### src/rtl/pdo_pkg.sv
package pdo_pkg;
  localparam int NUM_PH = 3;
  localparam int SEL_W  = 2;

  localparam logic ADDR_SRC = 1'b0;
  localparam logic ADDR_ZC  = 1'b1;

  localparam int SEL_LSB = 0;
  localparam int ZC_LSB  = 3;

  typedef enum logic [SEL_W-1:0] {
    PH_A   = 2'b00,
    PH_B   = 2'b01,
    PH_C   = 2'b10,
    PH_RSV = 2'b11
  } ph_sel_e;

  function automatic ph_sel_e norm_sel(input logic [SEL_W-1:0] code);
    return (code == PH_RSV) ? PH_A : ph_sel_e'(code);
  endfunction
endpackage

### src/rtl/pdo_phase_track.sv
module pdo_phase_track #(
  parameter int RECOVER_CYC = 1024
) (
  input  logic clk_i,
  input  logic rst_ni,
  input  logic zxto_i,
  input  logic sag_i,
  output logic dropped_o
);
  localparam int CNT_W = $clog2(RECOVER_CYC + 1);
  localparam logic [CNT_W-1:0] CNT_LAST = CNT_W'(RECOVER_CYC - 1);

  logic             bad;
  logic             dropped_q;
  logic [CNT_W-1:0] quiet_q;

  assign bad = zxto_i | sag_i;

  always_ff @(posedge clk_i or negedge rst_ni) begin
    if (!rst_ni) begin
      dropped_q <= 1'b0;
      quiet_q   <= '0;
    end else if (bad) begin
      dropped_q <= 1'b1;
      quiet_q   <= '0;
    end else if (dropped_q) begin
      if (quiet_q == CNT_LAST) begin
        dropped_q <= 1'b0;
        quiet_q   <= '0;
      end else begin
        quiet_q <= quiet_q + 1'b1;
      end
    end
  end

  assign dropped_o = dropped_q;
endmodule

### src/rtl/pdo_cfg_regs.sv
module pdo_cfg_regs
  import pdo_pkg::*;
(
  input  logic                clk_i,
  input  logic                rst_ni,
  input  logic                cfg_we_i,
  input  logic                cfg_addr_i,
  input  logic [7:0]          cfg_wdata_i,
  output logic                sel_wr_o,
  output ph_sel_e             sel_wdata_o,
  output logic [NUM_PH-1:0]   zc_en_o
);
  logic [NUM_PH-1:0] zc_en_q;
  logic              zc_wr;
  logic              unused_wdata;

  assign sel_wr_o    = cfg_we_i && (cfg_addr_i == ADDR_SRC);
  assign zc_wr       = cfg_we_i && (cfg_addr_i == ADDR_ZC);
  assign sel_wdata_o = norm_sel(cfg_wdata_i[SEL_LSB +: SEL_W]);

  always_ff @(posedge clk_i or negedge rst_ni) begin
    if (!rst_ni) zc_en_q <= '1;
    else if (zc_wr) zc_en_q <= cfg_wdata_i[ZC_LSB +: NUM_PH];
  end

  assign zc_en_o      = zc_en_q;
  assign unused_wdata = ^{cfg_wdata_i[7:ZC_LSB+NUM_PH], cfg_wdata_i[ZC_LSB-1:SEL_LSB+SEL_W]};
endmodule

### src/rtl/pdo_src_pick.sv
module pdo_src_pick
  import pdo_pkg::*;
(
  input  logic              clk_i,
  input  logic              rst_ni,
  input  logic              sel_wr_i,
  input  ph_sel_e           sel_wdata_i,
  input  logic [NUM_PH-1:0] dropped_i,
  output ph_sel_e           sel_o,
  output logic              switch_o
);
  ph_sel_e sel_q, sel_d, cand;
  logic    found, auto_d, switch_q;

  // cyclic search starting after the current phase
  always_comb begin
    found = 1'b0;
    cand  = sel_q;
    for (int k = 1; k < NUM_PH; k++) begin
      int c;
      c = (int'(sel_q) + k) % NUM_PH;
      if (!found && !dropped_i[c]) begin
        found = 1'b1;
        cand  = ph_sel_e'(c[SEL_W-1:0]);
      end
    end
  end

  always_comb begin
    sel_d  = sel_q;
    auto_d = 1'b0;
    if (sel_wr_i) begin
      sel_d = sel_wdata_i;
    end else if (dropped_i[sel_q] && found) begin
      sel_d  = cand;
      auto_d = 1'b1;
    end
  end

  always_ff @(posedge clk_i or negedge rst_ni) begin
    if (!rst_ni) begin
      sel_q    <= PH_A;
      switch_q <= 1'b0;
    end else begin
      sel_q    <= sel_d;
      switch_q <= auto_d;
    end
  end

  assign sel_o    = sel_q;
  assign switch_o = switch_q;
endmodule

### src/rtl/phase_dropout_sup.sv
module phase_dropout_sup
  import pdo_pkg::*;
#(
  parameter int RECOVER_CYC = 1024
) (
  input  logic        clk_i,
  input  logic        rst_ni,
  input  logic [2:0]  zxto_i,
  input  logic [2:0]  sag_i,
  input  logic        cfg_we_i,
  input  logic        cfg_addr_i,
  input  logic [7:0]  cfg_wdata_i,
  output logic [1:0]  freq_sel_o,
  output logic [2:0]  zc_mask_o,
  output logic        src_switch_o
);
  logic [NUM_PH-1:0] dropped;
  logic [NUM_PH-1:0] zc_en;
  logic              sel_wr;
  ph_sel_e           sel_wdata;
  ph_sel_e           sel;

  for (genvar p = 0; p < NUM_PH; p++) begin : g_ph
    pdo_phase_track #(.RECOVER_CYC(RECOVER_CYC)) u_trk (
      .clk_i     (clk_i),
      .rst_ni    (rst_ni),
      .zxto_i    (zxto_i[p]),
      .sag_i     (sag_i[p]),
      .dropped_o (dropped[p])
    );
  end

  pdo_cfg_regs u_cfg (
    .clk_i       (clk_i),
    .rst_ni      (rst_ni),
    .cfg_we_i    (cfg_we_i),
    .cfg_addr_i  (cfg_addr_i),
    .cfg_wdata_i (cfg_wdata_i),
    .sel_wr_o    (sel_wr),
    .sel_wdata_o (sel_wdata),
    .zc_en_o     (zc_en)
  );

  pdo_src_pick u_pick (
    .clk_i       (clk_i),
    .rst_ni      (rst_ni),
    .sel_wr_i    (sel_wr),
    .sel_wdata_i (sel_wdata),
    .dropped_i   (dropped),
    .sel_o       (sel),
    .switch_o    (src_switch_o)
  );

  assign freq_sel_o = sel;
  assign zc_mask_o  = zc_en & ~dropped;
endmodule

### config.mk
export PLATFORM = sky130hd
export DESIGN_NAME = phase_dropout_sup
export DESIGN_NICKNAME = d
export VERILOG_FILES = /design/src/rtl/pdo_pkg.sv /design/src/rtl/pdo_phase_track.sv /design/src/rtl/pdo_cfg_regs.sv /design/src/rtl/pdo_src_pick.sv /design/src/rtl/phase_dropout_sup.sv
export SDC_FILE = /design/constraint.sdc
export NUM_CORES = 1
export LEC_CHECK = 0
export BUFFER_PORTS_ARGS = -buffer_cell sky130_fd_sc_hd__clkbuf_2
export CAP_MARGIN = 15
export CORE_MARGIN = 5
export CORE_UTILIZATION = 58
export CTS_CLUSTER_SIZE = 20
export DETAILED_ROUTE_END_ITERATION = 7
export PLACE_DENSITY = 0.82
export SLEW_MARGIN = 20
export SYNTH_ARGS = -nofsm -noshare
export SYNTH_HDL_FRONTEND = slang
export SYNTH_SLANG_ARGS = --single-unit
### constraint.sdc
create_clock -name clk_i -period 2.4 [get_ports clk_i]
set_input_delay 0.24 -clock clk_i [delete_from_list [all_inputs] [get_ports clk_i]]
set_output_delay 0.24 -clock clk_i [all_outputs]
set_load 0.005 [all_outputs]
==> reports/results.ini, run 1 <==
[run_status]
run_status=finished with violations
violations=negative hold slack

[drt]
via_per_inst=6.013
wl_um=4435
wire_per_inst_um=14.17
route.detailed.drc=0
dr.pass1.iters=6
antenna_left=0
vias=1882
drt_iter0_drc=114

[sta]
fin_setup_tns_ns=0
fmax_ghz=0.4876
fin_skew_ns=0.01187
period_needed_ns=2.051
period_share_pct=85.45
hold_viol_final=25
slew_headroom_pct=66.02
grt_setup_unrepaired=no
report.final.setup_viol=0
worstMarginPinSlew_ns=0.5097
hold-worst-slack_ns=-0.01279
drv_slew=0

[clock_network]
clk_latency_ns=0.30
cts_inserted_buffers=5
ctsHoldBuffers=0
postCtsSetupBuffers=0
cts_tree=built
cts.reportedPaths.clkPinSlew_ns=0.09
htreeDepth=2
cts.sinks=42
clk_path_buf_depth=2
cts_resized=0
cts_root_buffer=clkbuf_8

[critical_path]
start_kind=register
r2r_end=u_pick.sel_o[1]$_DFFE_PN0P_
crit_required_ns=2.64
critPathMaxFanout=9
r2r_slack_ns=0.35
rr_startpoint=u_pick.sel_o[0]$_DFFE_PN0P_
rr_worst_depth=7
cp-endpoint=u_pick.sel_o[1]$_DFFE_PN0P_
startpoint=u_pick.sel_o[0]$_DFFE_PN0P_
crit_arrival_ns=2.29
endpoint_kind=register
critPathKind=reg -> reg

[logic_synthesis]
yosysMostFrequentCell=dfrtp_1
synth.cell_area_mm2=0.002265
synth_warnings=0
muxShareOfSynthArea_pct=3.812
ys_ff_latch=42
async_flop_share_pct=100.0
synth_edf_count=0
yosysSeqAreaShare_pct=46.57
ys.flop_type=dfrtp_1
synth_top_family_by_area=simple AND/OR/NAND/NOR gates
synth_compound_area_share_pct=11.99
syn-num-nets=265
ys_top_cells_by_count=39 x dfrtp_1, 29 x nor2_1, 27 x nand2_1, 17 x a21oi_1, 14 x xor2_1
synth_top_area_share_pct=43.09
synth.avg_cell_area_um2=9.358
synth-simple-area-share_pct=26.63
synth_fa_ha_area_share_pct=2.762
netlist_instances=242
yosysUniqueCellTypes=46
synth_xor_xnor_area_share_pct=5.414
synth_top_cell_by_area=dfrtp_1
yosys-top-cells-area=dfrtp_1 43%, xor2_1 5.4%, nor2_1 4.8%

[die]
rows=22
die-area_mm2=0.005254
initial_core_util_pct=60.94
core-area_mm2=0.003716
ioPinCount=24
die_y_um=72.49
die_width_um=72.49

[pwr]
leakage_nw=1.157
pwr_density_cell_mw_per_mm2=754.5
ir_drop_mv=0.4138

[job]
maxCapViolations=0

[global_routing]
grt_pass1_wl_um=7831
grt_remaining_overflow=0
grt_max_degree=43
grt_pass1_vias=1795
track_usage_pct=18.85
grt_antenna_before_repair=0

[layout]
drive_above_1_share_pct=18.49
diodes=0
stdcell_area_mm2=0.002536
nets=287
syn_to_final_growth_pct=11.99

[placed_design]
hpwl_um=3066
port_buffers=20
place.gp.congestion=0.8526
post_dp_cell_area_mm2=0.002399

[hold_path]
min_path_type=in -> async

placed cells by master, fill, tap and decap left out, types with 2 or more instances in the layout:
cell type	count
clkbuf_8	5
or3_1	2
nor3_1	8
nand2_1	27
inv_1	6
ha_1	5
o21ai_0	12
a21oi_1	17
dfrtp_1	39
or2_2	5
mux2i_1	3
nor2b_1	5
dfstp_2	3
xor2_1	14
a31oi_1	6
buf_4	2
clkbuf_2	20
and4_1	4
or4_1	2
and3_1	3
nor2_1	29
mux2_2	5
bufinv_16	2
nand4_1	10
nand3_1	10
registers in the layout (all words and copies together) (netlist names):
name	count
g_ph.u_trk.quiet_q	33
g_ph.u_trk.dropped_o	3
u_cfg.zc_en_o	3
u_pick.sel_o	2
u_pick.switch_o	1
kinds of logic after synthesis:
logic type,count (synthesis)
fa+ha+maj,5
mux,8
simple gates,116
xor+xnor,14
buf+inv,13
flops,42
compound gates,44
layer usage:
| metal | global-route usage [%] | vias to the layer above | wire (um) |
|---|---|---|---|
| li1 | - | 910 | - |
| met1 | 24.34 | 895 | 1973 |
| met2 | 30.33 | 67 | 2126 |
| met3 | 5.263 | 10 | 269 |
| met4 | 6.762 | 0 | 65 |
| met5 | 0 | - | 0 |
cell type report:
class	count	area (um^2)
Tap cell	48	60.06
Clock buffer	5	68.82
Fill cell	295	1180
Timing Repair Buffer	22	115.1
Clock inverter	3	68.82
Multi-Input combinational cell	187	1146
Inverter	6	22.52
Sequential cell	42	1055
report_power, final:
group	switching, mW	leakage, nW	internal (mW)	total (mW)
Sequential	0.0399	0.552	0.748	0.788
Combinational	0.225	0.536	0.223	0.448
Clock	0.260	0.0683	0.417	0.677
Total	0.525	1.16	1.39	1.91
how the worst min path moves through the flow:
stage	startpoint	endpoint	slack, ns	cells after the start
global placement	rst_ni	g_ph[0].u_trk.quiet_q[4]$_DFFE_PN0P_	0.33	2
floorplan	rst_ni	g_ph[0].u_trk.dropped_o$_DFF_PN0_	-0.06	0
finish	rst_ni	g_ph[2].u_trk.quiet_q[5]$_DFFE_PN0P_	-0.01	2
detailed placement	rst_ni	g_ph[0].u_trk.quiet_q[4]$_DFFE_PN0P_	0.33	2
CTS	rst_ni	g_ph[2].u_trk.quiet_q[5]$_DFFE_PN0P_	0.006	2
global route	rst_ni	g_ph[2].u_trk.quiet_q[5]$_DFFE_PN0P_	0.03	2
stage by stage:
step | power [mW] | setup slack, ns | cells | hold WS (ns) | util [%]
finish | 1.914 | 0.3491 | 313 | -0.01279 | 68.25
floorplan | 1.154 | 0.4863 | 242 | -0.05559 | -
CTS | 1.930 | 0.3322 | 313 | 0.006107 | 68.25
global route | 2.024 | 0.1861 | 313 | 0.02950 | 68.25
detailed placement | 1.253 | 0.3471 | 305 | 0.3338 | 64.55
global placement | 1.231 | 0.4275 | 305 | 0.3288 | 64.55
worst max-delay path: stages (launching register included):
cell	delay (ns)
dfrtp_1	0.46
inv_1	0.07
ha_1	0.41
and4b_1	0.24
o31ai_2	0.27
nand3_2	0.14
a211o_1	0.25
a31oi_1	0.15
Power figures use the tool's default switching activity.
==> run 2: changes to the inputs <==
--- a/config.mk
+++ b/config.mk
@@ -7,8 +7,10 @@
 export LEC_CHECK = 0
 export BUFFER_PORTS_ARGS = -buffer_cell sky130_fd_sc_hd__clkbuf_2
 export CAP_MARGIN = 15
+export CELL_PAD_IN_SITES_DETAIL_PLACEMENT = 0
+export CELL_PAD_IN_SITES_GLOBAL_PLACEMENT = 1
 export CORE_MARGIN = 5
-export CORE_UTILIZATION = 58
+export CORE_UTILIZATION = 45
 export CTS_CLUSTER_SIZE = 20
 export DETAILED_ROUTE_END_ITERATION = 7
 export PLACE_DENSITY = 0.82
==> run 2 against run 1 <==
Effect of this change: the run now ends clean; worst setup slack improved by 0.0017 ns; highest routed layer unchanged; largest power group unchanged; combinational power is essentially flat; global-route usage down 3.6 points.
==> reports/results.ini, run 2 (synthesis gave the netlist of run 1 again) <==
[hold_path]
hold_path_end=g_ph[2].u_trk.dropped_o$_DFF_PN0_
min_path_type=in -> reg
worstHoldStart=zxto_i[2]
whs_path_depth=3

[sta]
worstMarginPinSlew_ns=0.5872  ; +0.07753 ns
fin_setup_tns_ns=0  ; unchanged
hold_viol_final=0  ; -100%
fmax_ghz=0.4880  ; about the same
period_needed_ns=2.049  ; -0.001734 ns
drv_slew=0  ; unchanged
slew_headroom_pct=60.85  ; -5.2 points
period_share_pct=85.38  ; about the same
report.final.setup_viol=0  ; unchanged
fin_skew_ns=0.009250  ; -0.002622 ns
grt_setup_unrepaired=no

[pwr]
pwr_density_cell_mw_per_mm2=678.6  ; -10%
leakage_nw=1.146  ; -0.96%
ir_drop_mv=0.2532  ; -39%

[layout]
final_common_cell=dfrtp_1
drive_above_1_share_pct=18.35  ; -0.14 points
regMostFlops=g_ph.u_trk.quiet_q
largest_register_ffs=33  ; unchanged
most-common-layout-cells=39 x dfrtp_1, 29 x nor2_1, 27 x nand2_1, 20 x clkbuf_2, 17 x a21oi_1
diodes=0  ; unchanged
multi_input_area_mm2=0.001146  ; unchanged
nFillCells=474  ; +61%
syn_to_final_growth_pct=11.77
nets=289  ; +0.70%
fin_cells=334  ; +6.7%
register_area_mm2=0.001055  ; unchanged

[critical_path]
start_kind=register
endpoint_kind=register
critPathMaxFanout=9  ; unchanged
crit_required_ns=2.62  ; -0.02 ns
r2r_slack_ns=0.35  ; about the same
critPathKind=reg -> reg
r2r_end=u_pick.sel_o[1]$_DFFE_PN0P_
cp_slowest_cell=dfrtp_1
startpoint=u_pick.sel_o[0]$_DFFE_PN0P_
rr_startpoint=u_pick.sel_o[0]$_DFFE_PN0P_
path_cells=inv_1, ha_1, and4b_1, o31ai_2, nand3_2, a211o_1, a31oi_1
critical_path.max_stage_delay_ns=0.46  ; about the same
rr_worst_depth=7  ; unchanged
crit_arrival_ns=2.27  ; -0.02 ns

[run_status]
run_status=completed

[drt]
vias=1822  ; -3.2%
dr.pass1.iters=5  ; -1
antenna_left=0  ; unchanged
via_per_inst=5.455  ; -9.3%
wl_um=4605  ; +3.8%
wire_per_inst_um=13.79  ; -2.7%
drt_iter0_drc=54  ; -53%
route.detailed.drc=0  ; unchanged

[die]
ioPinCount=24  ; unchanged
die_width_um=80.94  ; +12%
die_y_um=80.94  ; +12%
die-area_mm2=0.006551  ; +25%
core-area_mm2=0.004817  ; +30%
initial_core_util_pct=47.01  ; -14 points
rows=25  ; +14%

[clock_network]
clk_latency_ns=0.30  ; about the same
htreeDepth=2  ; unchanged
cts_inserted_buffers=5  ; unchanged
cts.reportedPaths.clkPinSlew_ns=0.08  ; about the same
cts.sinks=42  ; unchanged
cts_tree=built
cts_resized=0  ; unchanged
cts_root_buffer=clkbuf_8
clk_path_buf_depth=2  ; unchanged

[global_routing]
grt_pass1_wl_um=7797  ; -0.43%
grt_pass1_vias=1734  ; -3.4%
grt_max_degree=24  ; -44%
grt_antenna_before_repair=0  ; unchanged
grt_remaining_overflow=0  ; unchanged
track_usage_pct=15.27  ; -3.6 points

[job]
maxCapViolations=0  ; unchanged

[placed_design]
place.gp.congestion=0.8089  ; -5.1%
hpwl_um=3296  ; +7.5%
dpl.cell_count=325  ; +6.6%
port_buffers=20  ; unchanged

run 2: routing by layer:
layer / GRT usage [%] / part of all wire (%)
met1: 20.48 / 49
met5: 0 / 0
met2: 24.22 / 47
met3: 3.104 / 3.0
met4: 5.912 / 1.3
run 2: worst max-delay path by stage:
stage,slack (ns),endpoint
2_1_floorplan,0.49,u_pick.sel_o[0]$_DFFE_PN0P_
4_1_cts,0.34,u_pick.sel_o[1]$_DFFE_PN0P_
3_3_place_gp,0.41,u_pick.sel_o[1]$_DFFE_PN0P_
6_report,0.35,u_pick.sel_o[1]$_DFFE_PN0P_
5_1_grt,0.24,u_pick.sel_o[1]$_DFFE_PN0P_
3_5_place_dp,0.37,u_pick.sel_o[1]$_DFFE_PN0P_
run 2: metrics by stage:
step / instance area [um^2] / util, % / hold WS [ns] / power [mW] / worst slack [ns]
final: 2531 / 52.55 / 0.1611 / 1.718 / 0.3508
after detailed placement: 2430 / 50.44 / 0.2758 / 1.252 / 0.3662
after floorplan: 2265 / - / -0.05559 / 1.154 / 0.4863
after CTS: 2531 / 52.55 / 0.1525 / 1.738 / 0.3405
after global placement: 2430 / 50.44 / 0.2706 / 1.241 / 0.4107
after global routing: 2531 / 52.55 / 0.1660 / 1.815 / 0.2449
run 2: cell type report:
| class | instances | share of cell area, % |
|---|---|---|
| multi-input combinational | 187 | 45.28 |
| sequential | 42 | 41.67 |
| timing repair buffer | 24 | 5.240 |
| clock buffer | 7 | 3.411 |
| tap | 67 | 3.312 |
| inverter | 6 | 0.8898 |
| clock inverter | 1 | 0.1977 |
run 2: worst max-delay path: cells and delay by family, from the launching register on:
family,cells,cell delay (ns)
and+or+nand+nor,2,0.38
DFF,1,0.46
adders and majority gates,1,0.41
buffers and inverters,1,0.07
AOI/OAI and AO/OA,3,0.66
run 2: repair_timing:
item / CTS / global route
hold buffers: 1 / 0
buffers inserted: 0 / 0
hold endpoints to repair: 21 / 0
run 2: power breakdown:
part	internal (mW)	switching, mW
logic	0.225	0.225
clock network	0.232	0.246
registers	0.749	0.0400
total	1.21	0.511
